`src/rtl/usr_pkg.sv`:
```
// Shared types for the universal shift register.
// Assumes the select encoding below is fixed, since the bench and the
// decode logic both rely on it.
package usr_pkg;
    typedef enum logic [1:0] {
        ACT_KEEP  = 2'b00,
        ACT_UP    = 2'b01,
        ACT_DOWN  = 2'b10,
        ACT_LOAD  = 2'b11
    } usr_act_e;
endpackage

```
`src/rtl/usr_ctrl_decode.sv`:
```
// Turns the raw select and disable inputs into an action code and a
// lane-drive enable. Purely combinational; assumes inputs are settled
// before the clock edge.
module usr_ctrl_decode
    import usr_pkg::*;
(
    input  logic [1:0] sel,
    input  logic       dis_a,
    input  logic       dis_b,
    output usr_act_e   act,
    output logic       drive_en
);
    // Decode action and lane enable.
    always_comb begin
        act      = usr_act_e'(sel);
        drive_en = !(dis_a || dis_b) && (act != ACT_LOAD);
    end
endmodule

```
`src/rtl/usr_stage.sv`:
```
// Next-state selector for one register bit. Takes its own value, its
// lower and upper neighbours and the parallel lane value; picks one
// according to the action. Assumes neighbours at the ends are the
// serial inputs.
module usr_stage
    import usr_pkg::*;
(
    input  usr_act_e act,
    input  logic     cur,
    input  logic     lower,
    input  logic     upper,
    input  logic     par,
    output logic     nxt
);
    // Pick the source for this bit.
    always_comb begin
        unique case (act)
            ACT_KEEP: nxt = cur;
            ACT_UP:   nxt = lower;
            ACT_DOWN: nxt = upper;
            ACT_LOAD: nxt = par;
            default:  nxt = cur;
        endcase
    end
endmodule

```
`src/rtl/usr_shift_reg.sv`:
```
// Universal shift register with shared parallel lanes and two always-on
// serial end outputs. Storage clears asynchronously on clr_n low; all
// other actions happen on the rising clock edge. Assumes WIDTH >= 2.
module usr_shift_reg
    import usr_pkg::*;
#(
    parameter int WIDTH = 8
) (
    input  logic             clk,
    input  logic             clr_n,
    input  logic [1:0]       sel,
    input  logic             dis_a,
    input  logic             dis_b,
    input  logic             ser_r_in,
    input  logic             ser_l_in,
    input  logic [WIDTH-1:0] pin_in,
    output logic [WIDTH-1:0] pin_out,
    output logic [WIDTH-1:0] pin_oe,
    output logic             end_lo,
    output logic             end_hi
);
    localparam int TOP = WIDTH - 1;

    usr_act_e         act;
    logic             drive_en;
    logic [WIDTH-1:0] store_q;
    logic [WIDTH-1:0] store_d;

    usr_ctrl_decode u_dec (
        .sel      (sel),
        .dis_a    (dis_a),
        .dis_b    (dis_b),
        .act      (act),
        .drive_en (drive_en)
    );

    for (genvar i = 0; i < WIDTH; i++) begin : g_bit
        logic lo_src;
        logic hi_src;
        if (i == 0) begin : g_first
            assign lo_src = ser_r_in;
        end else begin : g_lo
            assign lo_src = store_q[i-1];
        end
        if (i == TOP) begin : g_last
            assign hi_src = ser_l_in;
        end else begin : g_hi
            assign hi_src = store_q[i+1];
        end
        usr_stage u_stage (
            .act   (act),
            .cur   (store_q[i]),
            .lower (lo_src),
            .upper (hi_src),
            .par   (pin_in[i]),
            .nxt   (store_d[i])
        );
    end

    // Storage with asynchronous active-low clear.
    always_ff @(posedge clk or negedge clr_n) begin
        if (!clr_n) store_q <= '0;
        else        store_q <= store_d;
    end

    // Drive the lanes and the end outputs.
    always_comb begin
        pin_out = store_q;
        pin_oe  = {WIDTH{drive_en}};
        end_lo  = store_q[0];
        end_hi  = store_q[TOP];
    end
endmodule

```
`config.mk`:
```
export PLATFORM = sky130hd
export DESIGN_NAME = usr_shift_reg
export DESIGN_NICKNAME = d
export VERILOG_FILES = /design/src/rtl/usr_pkg.sv /design/src/rtl/usr_ctrl_decode.sv /design/src/rtl/usr_stage.sv /design/src/rtl/usr_shift_reg.sv
export SDC_FILE = /design/constraint.sdc
export NUM_CORES = 1
export LEC_CHECK = 0
export BUFFER_PORTS_ARGS = -buffer_cell sky130_fd_sc_hd__buf_2
export CAP_MARGIN = 20
export CORE_MARGIN = 2
export CORE_UTILIZATION = 40
export CTS_CLUSTER_DIAMETER = 200
export DETAILED_ROUTE_END_ITERATION = 7
export PLACE_DENSITY = 0.75
export SLEW_MARGIN = 20
export SYNTH_ARGS = -nofsm -noshare
export SYNTH_HDL_FRONTEND = slang
export SYNTH_SLANG_ARGS = --single-unit
```
`constraint.sdc`:
```
create_clock -name clk -period 1.4 [get_ports clk]
set_input_delay 0.07 -clock clk [delete_from_list [all_inputs] [get_ports clk]]
set_output_delay 0.07 -clock clk [all_outputs]
set_load 0.005 [all_outputs]
```
# After elaboration in Yosys (flattened, before gate mapping)
# Cells that the tools add are included.
# totals
register_bits	8
inputBits	16
output_inout_bits	18
word_cells	17
# op_classes
n_eq_ne	4
n_mux	8
n_reduce_logical	4
# ops
op	n
1-bit case mux with 3 select lines	8
2-bit equality test, second input constant	2
2-bit by 1-bit equality test with 1-bit output, second input constant	1
2-bit logical NOT	1
2-bit != test, second input constant	1
1-bit logical AND	1
1-bit logical NOT	1
1-bit logical OR	1

# Longest topological paths before layout
# depth
ltp_word	3
depth_mapped	3
depth_no_buf	1

# Hierarchy
# A second synthesis with hierarchy kept.
# unflattened
cells_unflattened	29
hier_area_um2	483.0
# by_module_without_submodules
mod	instances	cells_per_inst	area_per_inst_um2	seq_area_each_um2
usr_shift_reg	1	18	275.3	200.2
usr_stage	8	1	22.5	0.0
usr_ctrl_decode	1	3	27.5	0.0

# Worst setup path before layout
# OpenSTA, ideal clock, no wires.
# synth_timing
kind	in2out
start	in sel[1]
end	out pin_oe[0]
arrival_ns	1.004
required_ns	1.330
setup_slack_ns	0.326
stages	3
n_path_buf	2
cell_sequence	buf_6 -> a211oi_1 -> buf_4
# synth_via
elab_chain_cells	2
# synth_lines
item	line	source
start: declaration	usr_shift_reg.sv:11	input logic [1:0] sel,
2-bit != test	usr_ctrl_decode.sv:16	drive_en = !(dis_a || dis_b) && (act != ACT_LOAD);
1-bit logical AND	usr_ctrl_decode.sv:16	
end: declaration	usr_shift_reg.sv:18	output logic [WIDTH-1:0] pin_oe,
# No other way between the ends.

# Final worst setup path
# layout_timing
start	in sel[1]
end	out pin_oe[7]
# The elaborated chain is that of the path after synthesis.

==> impl_metrics.ini <==
[outcome]
status = finished, final reports clean

[placed_design]
place_hpwl_um = 683.1
io_buffer_count = 33
place.gp.congestion = 0.6965
dpl.cell_count = 65
post_dp_cell_area_um2 = 571.8

[yosys]
netlist_area_um2 = 530.5
syn_nets = 51
yosysSeqAreaShare = 0.3774
ys_seq_elements = 8
synth_top_area_share = 0.3774
synth.area.top_cells = dfrtp_1, mux4_2, buf_4
synth.distinct_cells = 5
synthCells = 35
syn_avg_cell_area_um2 = 15.16
yosysTopAreaCell = dfrtp_1
yosys_warnings = 0

[clock_network]
post-cts-setup-buffers = 0
cts_tree = built
clk_transition_reported_paths_ps = 50
cts_max_level = 1
clkSinkCount = 8
clkLatencyLatePin_ps = 250
cts_made_buffers = 3
clockRootBuffer = clkbuf_4
clk_path_buf_depth = 2

[routing]
vias = 354
ant_nets = 0
drt_iter0_drc = 1
first_pass_iters = 2
wl_um = 855
wl_per_cell_um = 12.39
via_per_inst = 5.130
drc_errors = 0

[grt]
grt_pass1_vias = 334
grt_overflow = 0
grt_pass1_wl_um = 1311
antenna_found_initial = 0
grt_max_degree = 10
grt_usage = 0.1311

[final_layout]
postLayoutCellArea_um2 = 604.3
largest_reg_flops = 8
fin_util = 0.4763
area_growth_syn_to_layout_pct = 13.92
antenna_cells = 0
seqCellArea_um2 = 200.2
drive_above_1_share = 0.8148
n_fill_cell = 119
finalNonFillerCells = 69
multi_input_area_um2 = 187.7
nets = 72

[hold_path]
holdPathStages = 2
hp-class = input pin to register
min_to = pin_out[4]$_DFFE_PN0P_
hp-start = pin_in[4]

[floorplan]
num_rows = 13
initial_core_util = 0.4181
ios = 34
die_x_um = 40.42
die_y_um = 40.42
die_area_um2 = 1634
core_area_um2 = 1269

[critical_path]
cp-end-kind = output pin
cp_max_fo = 9
start_kind = input pin
rrSetupSlack_ps = 400
r2r-start = pin_out[5]$_DFFE_PN0P_
cp.arrival_ps = 1030
cp.required_ps = 1330
reg2reg_depth = 1
r2r-end = pin_out[6]$_DFFE_PN0P_
critPathKind = input pin to output pin

[sta]
slew_violations = 0
finalHoldViolCount = 0
fmaxAchievable_ghz = 0.9082
fin_worst_skew_ps = 1.272
setup_violations = 0
min_period_over_period = 0.7865
period_needed_ps = 1101
worstMarginPinSlew_ps = 588.9
relSlewSlack = 0.6050
finalSetupTns_ps = 0
rsz0062_at_grt = false
whs_ps = 137.2

[flow_run]
maxCapViolCount = 0

[pwr]
peakVddDrop_mv = 0.4858
p_per_area_nw_per_um2 = 1165
p_leak_nw = 0.3022
==> cell usage in the layout (no fill, tap or decap) <==
cell type      count
buf_2             33
mux4_2             8
dfrtp_1            8
clkbuf_4           3
a211oi_1           1
dlygate4sd3_1      1
==> critical path, cell delays in order <==
cell and delay (ps):
buf_2 180, a211oi_1 560, buf_2 220
==> Yosys cell counts <==
| cell type | number |
|---|---|
| a211oi_1 | 1 |
| buf_4 | 16 |
| dfrtp_1 | 8 |
| mux4_2 | 8 |
| buf_6 | 2 |
==> layer usage <==
| metal | share of wire | GRT usage |
|---|---|---|
| met1 | 0.39 | 0.1475 |
| met2 | 0.52 | 0.2103 |
| met3 | 0.089 | 0.01667 |
| met4 | 0 | 0.1250 |
| met5 | 0 | 0 |
==> report_power, final <==
group	switching (W)	internal, W
logic	0.0000636	0.000141
clock network	0.0000726	0.0000977
registers	0.0000472	0.000282
==> repair_timing <==
item / 4_1_cts / 5_1_grt
hold buffers: 1 / 0
resized for setup: 0 / 0
endpoints found under the hold margin: 8 / 0
==> stage by stage <==
| step | worst slack [ps] | total power [W] |
|---|---|---|
| final | 298.9 | 0.0007038 |
| after global routing | 204.3 | 0.0007590 |
| after CTS | 260.1 | 0.0007217 |
| after detailed placement | 287.1 | 0.0005417 |
| after global placement | 333.4 | 0.0005342 |
| after floorplan | 325.7 | 0.0005196 |
==> worst max path at each step <==
stage               slack (ps)   endpoint   start  cells past startpoint
floorplan                  330  pin_oe[0]  sel[1]                      3
global placement           330  pin_oe[3]  sel[1]                      3
detailed placement         290  pin_oe[1]  sel[1]                      3
CTS                        260  pin_oe[1]  sel[1]                      3
global route               200  pin_oe[5]  sel[1]                      3
finish                     300  pin_oe[7]  sel[1]                      3
==> final cells by class <==
cell class,count,area share
flip-flops and latches,8,0.3313
well taps,15,0.03106
multi-input cells,9,0.3106
clock buffers,3,0.03727
repair buffers,34,0.2899
==> kinds of logic (layout without fill, tap and decap cells) <==
| group | count (synthesis) | after routing | synth area share |
|---|---|---|---|
| AO/OA/AOI/OAI | 1 | 1 | 0.01416 |
| multiplexers | 8 | 8 | 0.3396 |
| buffers and inverters | 18 | 37 | 0.2689 |
| flip-flops | 8 | 8 | 0.3774 |
Power figures use the tool's default switching activity.
